**src/rtl/spi_mst_pkg.sv**
```systemverilog
package spi_mst_pkg;
  localparam int OFF_CTRL = 'h00;
  localparam int OFF_STAT = 'h04;
  localparam int OFF_SYS  = 'h08;
  localparam int OFF_TX   = 'h0C;
  localparam int OFF_RX   = 'h10;

  localparam int FRAME_BITS = 8;

  // control register image, bit positions match the register
  typedef struct packed {
    logic       cpha;
    logic       cpol;
    logic       presel;
    logic [4:0] ndiv;
  } ctrl_t;
endpackage

```
**src/rtl/spi_mst_clkgen.sv**
```systemverilog
module spi_mst_clkgen #(
  parameter int PRE_LO_LOG2 = 4,
  parameter int PRE_HI_LOG2 = 7,
  parameter int NDIV_W      = 5
) (
  input  logic              clk,
  input  logic              rst,
  input  logic              run,
  input  logic              presel,
  input  logic [NDIV_W-1:0] ndiv,
  output logic              tick
);
  localparam int CW = PRE_HI_LOG2 + NDIV_W + 1;

  logic [CW-1:0] base;
  logic [CW-1:0] half;
  logic [CW-1:0] limit;
  logic [CW-1:0] cnt;

  always_comb begin
    base  = CW'(ndiv) + CW'(1);
    half  = presel ? (base << PRE_HI_LOG2) : (base << PRE_LO_LOG2);
    limit = half - CW'(1);
  end

  assign tick = run && (cnt == limit);

  always_ff @(posedge clk) begin
    if (rst || !run) cnt <= '0;
    else if (cnt == limit) cnt <= '0;
    else cnt <= cnt + CW'(1);
  end
endmodule

```
**src/rtl/spi_mst_shifter.sv**
```systemverilog
module spi_mst_shifter #(
  parameter int BITS = 8
) (
  input  logic            clk,
  input  logic            rst,
  input  logic            start,
  input  logic [BITS-1:0] tx_byte,
  input  logic            cpha,
  input  logic            tick,
  input  logic            miso,
  output logic            busy,
  output logic            done,
  output logic [BITS-1:0] rx_word,
  output logic            sck_ph,
  output logic            mosi
);
  localparam int EDGES = 2 * BITS;
  localparam int EW    = $clog2(EDGES);

  logic [EW-1:0]   edge_cnt;
  logic [BITS-1:0] txsr;
  logic [BITS-1:0] rxsr;
  logic            leading;
  logic            do_sample;
  logic            do_shift;

  always_comb begin
    leading   = !edge_cnt[0];
    do_sample = cpha ? !leading : leading;
    do_shift  = cpha ? (leading && (edge_cnt != '0)) : !leading;
  end

  assign done    = busy && tick && (edge_cnt == EW'(EDGES - 1));
  assign rx_word = cpha ? {rxsr[BITS-2:0], miso} : rxsr;
  assign mosi    = txsr[BITS-1];

  always_ff @(posedge clk) begin
    if (rst) begin
      busy     <= 1'b0;
      edge_cnt <= '0;
      txsr     <= '0;
      rxsr     <= '0;
      sck_ph   <= 1'b0;
    end else if (start && !busy) begin
      busy     <= 1'b1;
      edge_cnt <= '0;
      txsr     <= tx_byte;
      sck_ph   <= 1'b0;
    end else if (busy && tick) begin
      sck_ph   <= !sck_ph;
      edge_cnt <= edge_cnt + EW'(1);
      if (do_sample) rxsr <= {rxsr[BITS-2:0], miso};
      if (do_shift)  txsr <= {txsr[BITS-2:0], 1'b0};
      if (edge_cnt == EW'(EDGES - 1)) busy <= 1'b0;
    end
  end
endmodule

```
**src/rtl/spi_mst_regs.sv**
```systemverilog
module spi_mst_regs
  import spi_mst_pkg::*;
#(
  parameter int ADDR_W = 5,
  parameter int BUS_W  = 32
) (
  input  logic                  clk,
  input  logic                  rst,
  input  logic                  bus_we,
  input  logic                  bus_re,
  input  logic [ADDR_W-1:0]     bus_addr,
  input  logic [BUS_W-1:0]      bus_wdata,
  output logic [BUS_W-1:0]      bus_rdata,
  input  logic                  busy,
  input  logic                  done,
  input  logic [FRAME_BITS-1:0] rx_word,
  output ctrl_t                 ctrl,
  output logic                  start,
  output logic [FRAME_BITS-1:0] tx_byte,
  output logic                  cs_n,
  output logic                  rdy
);
  logic hit_ctrl, hit_stat, hit_sys, hit_tx, hit_rx;
  logic sys_en, sys_sw, sys_cs;
  logic [FRAME_BITS-1:0] rx_q;

  always_comb begin
    hit_ctrl = bus_addr == ADDR_W'(OFF_CTRL);
    hit_stat = bus_addr == ADDR_W'(OFF_STAT);
    hit_sys  = bus_addr == ADDR_W'(OFF_SYS);
    hit_tx   = bus_addr == ADDR_W'(OFF_TX);
    hit_rx   = bus_addr == ADDR_W'(OFF_RX);
  end

  assign start   = bus_we && hit_tx && sys_en && !busy;
  assign tx_byte = bus_wdata[FRAME_BITS-1:0];
  assign cs_n    = sys_cs;

  always_ff @(posedge clk) begin
    if (rst) begin
      ctrl   <= '0;
      sys_en <= 1'b0;
      sys_sw <= 1'b0;
      sys_cs <= 1'b1;
      rx_q   <= '0;
      rdy    <= 1'b0;
    end else begin
      if (bus_we && hit_ctrl && !busy) ctrl <= ctrl_t'(bus_wdata[7:0]);
      if (bus_we && hit_sys) begin
        sys_en <= bus_wdata[0];
        sys_sw <= bus_wdata[5];
        sys_cs <= bus_wdata[6];
      end
      if (done) begin
        rx_q <= rx_word;
        rdy  <= 1'b1;
      end else if (bus_re && hit_rx) begin
        rdy <= 1'b0;
      end else if (bus_we && hit_stat && !bus_wdata[2]) begin
        rdy <= 1'b0;
      end
    end
  end

  always_comb begin
    bus_rdata = '0;
    if (hit_ctrl)      bus_rdata[7:0] = ctrl;
    else if (hit_stat) bus_rdata[2:0] = {rdy, 1'b0, busy};
    else if (hit_sys)  bus_rdata[6:0] = {sys_cs, sys_sw, 4'b0, sys_en};
    else if (hit_rx)   bus_rdata[FRAME_BITS-1:0] = rx_q;
  end
endmodule

```
**src/rtl/spi_mst_top.sv**
```systemverilog
module spi_mst_top
  import spi_mst_pkg::*;
#(
  parameter int ADDR_W      = 5,
  parameter int BUS_W       = 32,
  parameter int PRE_LO_LOG2 = 4,
  parameter int PRE_HI_LOG2 = 7
) (
  input  logic              clk,
  input  logic              rst,
  input  logic              bus_we,
  input  logic              bus_re,
  input  logic [ADDR_W-1:0] bus_addr,
  input  logic [BUS_W-1:0]  bus_wdata,
  output logic [BUS_W-1:0]  bus_rdata,
  output logic              sck,
  output logic              mosi,
  input  logic              miso,
  output logic              cs_n
);
  ctrl_t                 ctrl;
  logic                  start, busy, done, tick, sck_ph, rdy;
  logic [FRAME_BITS-1:0] tx_byte, rx_word;

  spi_mst_regs #(.ADDR_W(ADDR_W), .BUS_W(BUS_W)) u_regs (
    .clk(clk), .rst(rst), .bus_we(bus_we), .bus_re(bus_re),
    .bus_addr(bus_addr), .bus_wdata(bus_wdata), .bus_rdata(bus_rdata),
    .busy(busy), .done(done), .rx_word(rx_word), .ctrl(ctrl),
    .start(start), .tx_byte(tx_byte), .cs_n(cs_n), .rdy(rdy)
  );

  spi_mst_clkgen #(.PRE_LO_LOG2(PRE_LO_LOG2), .PRE_HI_LOG2(PRE_HI_LOG2),
                   .NDIV_W(5)) u_clk (
    .clk(clk), .rst(rst), .run(busy), .presel(ctrl.presel),
    .ndiv(ctrl.ndiv), .tick(tick)
  );

  spi_mst_shifter #(.BITS(FRAME_BITS)) u_shf (
    .clk(clk), .rst(rst), .start(start), .tx_byte(tx_byte),
    .cpha(ctrl.cpha), .tick(tick), .miso(miso), .busy(busy),
    .done(done), .rx_word(rx_word), .sck_ph(sck_ph), .mosi(mosi)
  );

  assign sck = ctrl.cpol ^ sck_ph;
endmodule

```
**config.mk**
```make
export PLATFORM = sky130hd
export DESIGN_NAME = spi_mst_top
export DESIGN_NICKNAME = d
export VERILOG_FILES = /design/src/rtl/spi_mst_pkg.sv /design/src/rtl/spi_mst_clkgen.sv /design/src/rtl/spi_mst_shifter.sv /design/src/rtl/spi_mst_regs.sv /design/src/rtl/spi_mst_top.sv
export SDC_FILE = /design/constraint.sdc
export NUM_CORES = 1
export LEC_CHECK = 0
export BUFFER_PORTS_ARGS = -buffer_cell sky130_fd_sc_hd__clkbuf_2
export CAP_MARGIN = 15
export CORE_UTILIZATION = 55
export CTS_BUF_LIST = sky130_fd_sc_hd__clkbuf_16
export DETAILED_ROUTE_END_ITERATION = 8
export HOLD_SLACK_MARGIN = 0.08
export PLACE_DENSITY = 0.81
export SLEW_MARGIN = 10
export SYNTH_ARGS = -nofsm -noshare
export SYNTH_HDL_FRONTEND = slang
export SYNTH_SLANG_ARGS = --single-unit
```
**constraint.sdc**
```tcl
create_clock -name clk -period 3.2 [get_ports clk]
set_input_delay 0 -clock clk [delete_from_list [all_inputs] [get_ports clk]]
set_output_delay 0 -clock clk [all_outputs]
set_load 0.02 [all_outputs]
```
# Word level (Yosys, flattened, before mapping)
# Cells that the tools add are included.
# word_totals
register_bits,55
input_bits,42
out_inout_bits,35
elab_cells,76
# op_classes
addsub,4
n_eq_ne,6
muxes,19
bitwise,2
reduce_logical,30
# ops
op,n
$mux W8,6
$logic_and A1 B1 Y1,14
$add A13 B1 Y13 const B,1
$eq A13 B13 Y1,1
$mux W13,1
$sub A13 B1 Y13 const B,1
$eq A5 B4 Y1 const B,2
$mux W1,9
$mux W7,1
$add A5 B1 Y6 const B,1
$reduce_bool A2 Y1,3
$eq A5 B3 Y1 const B,1
$eq A5 B5 Y1 const B,1
$logic_not A5 Y1,1
$mux W5,1
$add A4 B1 Y4 const B,1
$eq A4 B4 Y1 const B,1
$logic_not A1 Y1,4
$reduce_and A2 Y1,2
$reduce_bool A4 Y1,1
$reduce_or A2 Y1,2
$mux W3,1
$reduce_and A3 Y1,1
$reduce_bool A3 Y1,1
other kinds (3),3

# Longest topological paths before layout
# Gate-level depths: netlist (run 1).
# logic_depth
word_depth,8
ltp_mapped,15
depth_no_buf,11

# By module
# A second synthesis (run 1) with hierarchy kept.
# unflattened
cells_unflattened,398
hier_area_um2,3582.2
# by_module_without_submodules
module,n_inst,cells_each,area_each_um2,seq_area_each_um2
spi_mst_regs,1,148,1285.0,400.4
spi_mst_clkgen,1,139,1228.7,260.2
spi_mst_shifter,1,110,1059.8,440.4
spi_mst_top,1,1,8.8,0.0

# Worst setup path after synthesis (run 1)
# OpenSTA, ideal clock, no wires.
# synth_timing
path_kind,reg-to-reg
from,"reg, netlist name u_regs.ctrl[5]"
to,reg u_shf.edge_cnt[3]
setup_ns,0.070
arrival_time_ns,2.911
t_required_ns,3.130
slack_ns,0.218
path_stages_with_launch,14
path_buffers,2
period_less_slack_ns,2.982
path_cell_list,dfxtp_1 buf_6 inv_1 clkbuf_1 nand2_1 ha_1 and3b_1 o21a_1 nor4_1 nor4_2 a311oi_2 nand4_2 or4_1 a21oi_1
# synth_between
elab_chain_cells,5
# synth_rtl
element,line_no,text
$mux W13,spi_mst_clkgen.sv:22,half = presel ? (base << PRE_HI_LOG2) : (base << PRE_LO_LOG2);
$sub A13 B1 Y13,spi_mst_clkgen.sv:23,limit = half - CW'(1);
$eq A13 B13 Y1,spi_mst_clkgen.sv:26,assign tick = run && (cnt == limit);
$logic_and A1 B1 Y1,spi_mst_clkgen.sv:26,
$logic_and A1 B1 Y1,spi_mst_shifter.sv:49,end else if (busy && tick) begin
"end signal, assigned",spi_mst_shifter.sv:51,edge_cnt <= edge_cnt + EW'(1);
"end, declared",spi_mst_shifter.sv:20,logic [EW-1:0] edge_cnt;
# No other way between the ends.
# A chain may end at the register's enable or synchronous reset.

# Final worst setup path (run 1)
# layout_timing
from,"reg, netlist name u_regs.ctrl[0]"
to,reg u_shf.txsr[4]
# layout_between
elab_chain_cells,8
# layout_rtl
element,line_no,text
$add A5 B1 Y6,spi_mst_clkgen.sv:21,base = CW'(ndiv) + CW'(1);
$mux W13,spi_mst_clkgen.sv:22,
$sub A13 B1 Y13,spi_mst_clkgen.sv:23,
$eq A13 B13 Y1,spi_mst_clkgen.sv:26,
$logic_and A1 B1 Y1,spi_mst_clkgen.sv:26,
$logic_and A1 B1 Y1,spi_mst_shifter.sv:49,
$reduce_bool A2 Y1 (no source line),-,
$reduce_and A2 Y1 (no source line),-,
"end signal, assigned",spi_mst_shifter.sv:47,txsr <= tx_byte;
"end signal, assigned",spi_mst_shifter.sv:53,"if (do_shift) txsr <= {txsr[BITS-2:0], 1'b0};"
"end, declared",spi_mst_shifter.sv:21,logic [BITS-1:0] txsr;
# No other way between the ends.

==> results of run 1 <==
[metal layers]
metal / global-route usage / wire [microns] / vias to the layer above / share of wire
li1: - / - / 1638 / -
met1: 0.311 / 3730 / 1582 / 0.44
met2: 0.421 / 4020 / 135 / 0.48
met3: 0.0497 / 438 / 24 / 0.052
met4: 0.110 / 248 / 0 / 0.029
met5: 0 / 0 / - / 0
[cell families (layout without fill, tap and decap cells)]
family | count (synthesis) | count (layout) | synth area share
fa+ha+maj | 5 | 5 | 0.0174
buf+inv | 67 | 75 | 0.104
other cells | 1 | 24 | 0.00104
compound gates | 109 | 109 | 0.189
xor+xnor | 27 | 27 | 0.0656
flops | 55 | 55 | 0.306
mux | 25 | 25 | 0.0695
simple gates | 163 | 163 | 0.248
[how the worst max path moves through the flow]
stage,startpoint,end,slack (ns)
after floorplan,u_regs.ctrl[5],u_shf.edge_cnt[3],0.22
after global placement,u_regs.ctrl[0],u_clk.cnt[8],0.16
after detailed placement,u_regs.ctrl[0],u_clk.cnt[4],0.05
after CTS,u_regs.ctrl[0],u_shf.edge_cnt[3],0.02
after global routing,u_regs.ctrl[0],u_shf.sck_ph,-0.03
final,u_regs.ctrl[0],u_shf.txsr[4],0.12
[power by group through the flow]
stage               combinational (mW)  clock, mW  sequential, mW
floorplan                       0.0810          0           0.702
global placement                0.0812          0           0.703
detailed placement              0.0823          0           0.703
CTS                             0.0924      0.578           0.687
global route                     0.101      0.601           0.687
finish                          0.0940      0.568           0.687
[layout by cell type, fill, tap and decap left out, types with 3 or more instances in the layout]
cell type       n
and3_1         15
a21oi_1        29
ha_1            4
nor2b_1         3
dfxtp_1        53
a31oi_1        11
nor3_1          7
and4_1          4
clkbuf_16       5
nand3_1        15
xor2_1         12
nor2_1         43
dlygate4sd3_1  10
o211ai_1        4
nand2_1        25
or4_1           4
inv_1          10
o21ai_0        33
mux2i_1        25
buf_4          18
and2_1          4
xnor2_1        15
conb_1         24
a211oi_1        8
nand2b_1        5
nand4_1        12
or3_1          10
clkbuf_2       28
[tightest hold or removal path, cell delays in order]
cell and delay, ns:
clkbuf_2 0.08, nand2_1 0.06, o211ai_1 0.09, a21oi_1 0.14
[timing repair]
action,4_1_cts,5_1_grt
setup buffers,0,3
endpoints found under the hold margin,19,0
hold buffers,10,0
setup endpoints to repair,0,41
gates resized for setup,0,6
[registers in the layout (all words and copies together) (netlist names)]
name and count:
u_shf.busy 1, u_regs.sys_en 1, u_shf.txsr 8, u_regs.rx_q 8
u_shf.sck_ph 1, u_regs.rdy 1, u_shf.edge_cnt 4, u_shf.rxsr 8
u_regs.ctrl 8, u_clk.cnt 13, u_regs.cs_n 1, u_regs.sys_sw 1
[cell type report]
cell class	count	area, sq um
multi-input combinational	353	2230
fill	523	2340
clock inverter	3	27.5
inverter	10	37.5
sequential	55	1100
clock buffer	5	125
tap	77	96.3
timing repair buffer	57	395
==> flow_metrics.env, run 1 <==
export IMPL_power_internal_mw=1.01
export IMPL_final_cells=560
export IMPL_cp_max_fo=9
export IMPL_grt_max_degree=40
export IMPL_pwr_share_clk=0.421
export IMPL_min_to="u_regs.rdy"
export IMPL_hpwl_microns=5910
export IMPL_reg2reg_slack_ns=0.12
export IMPL_synth_top_area_frac=0.306
export IMPL_slew_headroom=0.474
export IMPL_ys_seq_area_frac=0.306
export IMPL_yosysTopAreaCell="dfxtp_1"
export IMPL_path_buf_inv=1
export IMPL_gp_congestion=0.819
export IMPL_p_sw_frac=0.250
export IMPL_io_buffer_count=28
export IMPL_worst_pin_slew_ns=0.781
export IMPL_cts_made_buffers=5
export IMPL_required_ns=3.39
export IMPL_arrival_ns=3.27
export IMPL_fp_dieArea_sq_um=6880
export IMPL_cp_top_family="simple AND/OR/NAND/NOR gates"
export IMPL_drtIter0Drc=269
export IMPL_outcome="finished clean"
export IMPL_comb_power_share=0.070
export IMPL_grt_use_total=0.251
export IMPL_fin_tns_setup_ns=0
export IMPL_clk_path_buf_depth=2
export IMPL_finalCritPeriodShare=0.963
export IMPL_cts_sinks=55
export IMPL_worstHoldStart="bus_re"
export IMPL_yosys_warnings=0
export IMPL_p_switching_uw=337
export IMPL_die_y_microns=82.9
export IMPL_io_pins=77
export IMPL_finClkSkew_ns=0.00699
export IMPL_clockRootBuffer="clkbuf_16"
export IMPL_drc=0
export IMPL_maxCapViolations=0
export IMPL_vias_per_cell=6.03
export IMPL_slowest_stage="and3_1"
export IMPL_vias=3379
export IMPL_setup_ws_ns=0.118
export IMPL_final_min_clock_period_ns=3.08
export IMPL_r2r_start="u_regs.ctrl[0]"
export IMPL_worstHoldPathCells=4
export IMPL_rr_endpoint="u_shf.txsr[4]"
export IMPL_synth_avg_cell_area_sq_um=7.97
export IMPL_clock_fmax_mhz=325
export IMPL_r2r_cells=11
export IMPL_fp_coreArea_sq_um=6350
export IMPL_power_density_nw_per_um2=336
export IMPL_die_w_microns=82.9
export IMPL_layout_drive_gt1_share=0.143
export IMPL_synthCells=452
export IMPL_wl_microns=8440
export IMPL_synth_edf_count=0
export IMPL_ant_nets=0
export IMPL_dp_cells=539
export IMPL_synth_async_reset_ratio=0
export IMPL_cts_tree="built"
export IMPL_worst_setup_path_start_kind="flip-flop"
export IMPL_antenna_found_initial=0
export IMPL_overflow=0
export IMPL_power_mw=1.35
export IMPL_grt_pass1_wl_microns=14400
export IMPL_diodes=0
export IMPL_drv_slew=0
export IMPL_endpoint_kind="flip-flop"
export IMPL_ys_flop_type="dfxtp_1"
export IMPL_wire_per_inst_microns=15.1
export IMPL_crit_cells=11
export IMPL_peakVddDrop_mv=0.248
export IMPL_start_util=0.567
export IMPL_hold_slack_ns=0.107
export IMPL_netlist_top_cells_area="dfxtp_1, mux2i_1, buf_4, o21ai_0, nor2_1"
export IMPL_clk_latency_ns=0.30
export IMPL_worstPathCellList="buf_4, or2_1, ha_2, and3b_1, o21a_1, nor4_1, nor4_2, a31oi_2, and3_1, a31oi_1, a211oi_1"
export IMPL_nNetsFinal=529
export IMPL_synthToLayoutAreaGrowth_pct=11.4
export IMPL_num_rows=29
export IMPL_grt_pass1_vias=3186
export IMPL_seqPwrFrac=0.509
export IMPL_utilization=0.632
export IMPL_cts_clk_slew_worst_paths_ns=0.08
export IMPL_placed_cell_area_sq_um=3730
export IMPL_synthDistinctLibCells=57
export IMPL_crit_type="flip-flop to flip-flop"
export IMPL_finalSetupViolCount=0
export IMPL_leakage_nw=1.47
export IMPL_hold_violations=0
export IMPL_crit_path_max_incr_delay_ns=0.43
export IMPL_firstDrtPassIters=7
export IMPL_hp_class="primary input to flip-flop"
export IMPL_design_area_sq_um=4010
export IMPL_htree_levels=2
export IMPL_synthTopCellsByCount="dfxtp_1, nor2_1, o21ai_0, a21oi_1, buf_4"
export IMPL_dpl_worst_slack_ns=0.0469
export IMPL_netlist_area_sq_um=3600
export IMPL_yosys_cell_count_top_type="dfxtp_1"
export IMPL_ys_ff_latch=55
(Power assumes the default switching activity.)
==> run 2: changes to the inputs <==
Clock period 3.2 ns to 2.9 ns, I/O delays scaled along.
==> run 2 against run 1 <==
  * The run now ends with negative setup slack left
  * First-iteration DRC count up 32%
  * Cell count up 2.7%
  * Clock power grew 7.4%
  * Count of clock-buffer cells in the layout stayed put
  * Power is 9.6% higher
  * Combinational power is 18% higher
  * Global-route usage grew 1.5 points
  * Core utilization up 5.3 points
  * Hold slack got worse by 0.016 ns
  * Sequential cell count is the same
  * Largest cell class unchanged
  * Highest routed layer unchanged
==> flow_metrics.env, run 2 (synthesis gave the netlist of run 1 again) <==
export IMPL_cp_top_family="simple AND/OR/NAND/NOR gates"
export IMPL_r2r_cells=12
export IMPL_top_register="u_clk.cnt"
export IMPL_endpoint_kind="flip-flop"
export IMPL_slowest_stage="or4_4"
export IMPL_die_y_microns=82.9
export IMPL_nNetsFinal=544
export IMPL_synthToLayoutAreaGrowth_pct=20.8
export IMPL_crit_path_max_incr_delay_ns=0.50
export IMPL_cts_made_buffers=5
export IMPL_hold_slack_ns=0.0915
export IMPL_ant_nets=0
export IMPL_reg2reg_slack_ns=-0.06
export IMPL_overflow=0
export IMPL_vias_per_cell=6.23
export IMPL_io_buffer_count=28
export IMPL_finalCritPeriodShare=1.02
export IMPL_cts_clk_slew_worst_paths_ns=0.08
export IMPL_vias=3584
export IMPL_crit_type="flip-flop to flip-flop"
export IMPL_pwr_share_clk=0.413
export IMPL_setup_ws_ns=-0.0574
export IMPL_outcome="finished with violations"
export IMPL_die_w_microns=82.9
export IMPL_cts_tree="built"
export IMPL_final_min_clock_period_ns=2.96
export IMPL_power_internal_mw=1.11
export IMPL_firstDrtPassIters=6
export IMPL_worst_pin_slew_ns=0.879
export IMPL_rr_endpoint="u_regs.rx_q[4]"
export IMPL_grt_pass1_vias=3123
export IMPL_clk_path_buf_depth=2
export IMPL_worstHoldStart="bus_re"
export IMPL_worstHoldPathCells=4
export IMPL_clockRootBuffer="clkbuf_16"
export IMPL_drv_slew=0
export IMPL_min_to="u_regs.rdy"
export IMPL_cts_sinks=55
export IMPL_finClkSkew_ns=0.00686
export IMPL_hp_class="primary input to flip-flop"
export IMPL_start_util=0.567
export IMPL_regArea_sq_um=1110
export IMPL_dpl_worst_slack_ns=-0.0303
export IMPL_maxCapViolations=0
export IMPL_grt_use_total=0.266
export IMPL_seqPwrFrac=0.512
export IMPL_power_mw=1.48
export IMPL_diodes=0
export IMPL_grt_pass1_wl_microns=15000
export IMPL_drc=0
export IMPL_utilization=0.685
export IMPL_mostFrequentLayoutCells="dfxtp_1, nor2_1, a21oi_1, clkbuf_2, buf_4"
export IMPL_p_switching_uw=366
export IMPL_path_buf_inv=1
export IMPL_clock_fmax_mhz=338
export IMPL_grt_max_degree=40
export IMPL_p_sw_frac=0.248
export IMPL_fp_dieArea_sq_um=6880
export IMPL_hold_violations=0
export IMPL_layout_drive_gt1_share=0.215
export IMPL_power_density_nw_per_um2=340
export IMPL_hpwl_microns=5890
export IMPL_violations="negative setup slack"
export IMPL_peakVddDrop_mv=0.320
export IMPL_rsz0062_at_grt="true"
export IMPL_largest_reg_flops=13
export IMPL_slew_headroom=0.408
export IMPL_layout_filler_cells=465
export IMPL_cpMostUsedCell="ha_4"
export IMPL_htree_levels=2
export IMPL_wl_microns=9600
export IMPL_comb_power_share=0.075
export IMPL_gp_congestion=0.837
export IMPL_cp_max_fo=11
export IMPL_antenna_found_initial=0
export IMPL_wire_per_inst_microns=16.7
export IMPL_multiInputGateArea_sq_um=2450
export IMPL_clk_latency_ns=0.30
export IMPL_arrival_ns=3.10
export IMPL_r2r_start="u_regs.ctrl[0]"
export IMPL_drtIter0Drc=354
export IMPL_worst_setup_path_start_kind="flip-flop"
export IMPL_required_ns=3.05
export IMPL_finalSetupViolCount=2
export IMPL_worstPathCellList="ha_4, nand2_4, ha_4, and3b_2, or4_4, o311ai_4, nor4_4, a31oi_4, nand4_4, buf_4, o21ai_0, a21oi_1"
export IMPL_fp_coreArea_sq_um=6350
export IMPL_leakage_nw=1.58
export IMPL_num_rows=29
export IMPL_io_pins=77
export IMPL_final_common_cell="dfxtp_1"
## run 2: cell types whose count changed in the layout (fill, tap and decap cells not counted), sizes merged
| cell | before | now |
|---|---|---|
| clkinvlp | 1 | 0 |
| dlygate4sd3 | 10 | 11 |
| clkinv | 1 | 2 |
| buf | 19 | 33 |
## run 2: cell type report
cell class                 instances  share of cell area
clock buffer                       5              0.0288
clock inverter                     3             0.00431
inverter                          10             0.00863
multi-input combinational        353               0.563
sequential                        55               0.255
tap                               77              0.0221
timing repair buffer              72               0.119
## run 2: per-layer routing
metal	wire, microns	GRT usage
met5	0	0
met4	287	0.0925
met3	683	0.0388
met2	4610	0.443
met1	4020	0.351
## run 2: how the worst max path moves through the flow
stage / startpoint / endpoint / slack, ns / cells past startpoint
final: u_regs.ctrl[0] / u_regs.rx_q[4] / -0.06 / 12
after global routing: u_regs.ctrl[0] / u_shf.txsr[2] / -0.16 / 13
after CTS: u_regs.ctrl[0] / u_shf.sck_ph / 0.0008 / 12
after detailed placement: u_regs.ctrl[0] / u_shf.txsr[1] / -0.03 / 12
after global placement: u_regs.ctrl[0] / u_shf.txsr[6] / 0.04 / 12
after floorplan: u_regs.ctrl[0] / u_regs.rx_q[6] / 0.04 / 12
## run 2: power groups by stage
stage	logic [mW]	registers, mW	clock network (mW)
final	0.111	0.757	0.610
after global placement	0.0914	0.775	0
after detailed placement	0.0921	0.775	0
after CTS	0.104	0.758	0.614
after floorplan	0.0896	0.775	0
after global routing	0.119	0.757	0.652
## run 2: repair_timing
action	CTS	global route
buffers inserted	1	3
endpoints found under the hold margin	18	0
resized for setup	16	37
hold buffers	11	0
setup endpoints to repair	26	42
pin swaps	6	13
## run 2: through the flow
| step | TNS [ns] | area [sq um] | instances |
|---|---|---|---|
| final | -0.0801 | 4350 | 575 |
| after global routing | -1.29 | 4350 | 575 |
| after CTS | 0 | 4170 | 572 |
| after detailed placement | -0.0963 | 3820 | 552 |
| after global placement | 0 | 3820 | 552 |
| after floorplan | 0 | 3700 | 475 |
## run 2: tightest hold or removal path, cell delays in order
cell and delay (ns):
clkbuf_2 0.08, nand2_1 0.06, o211ai_1 0.08, a21oi_1 0.13
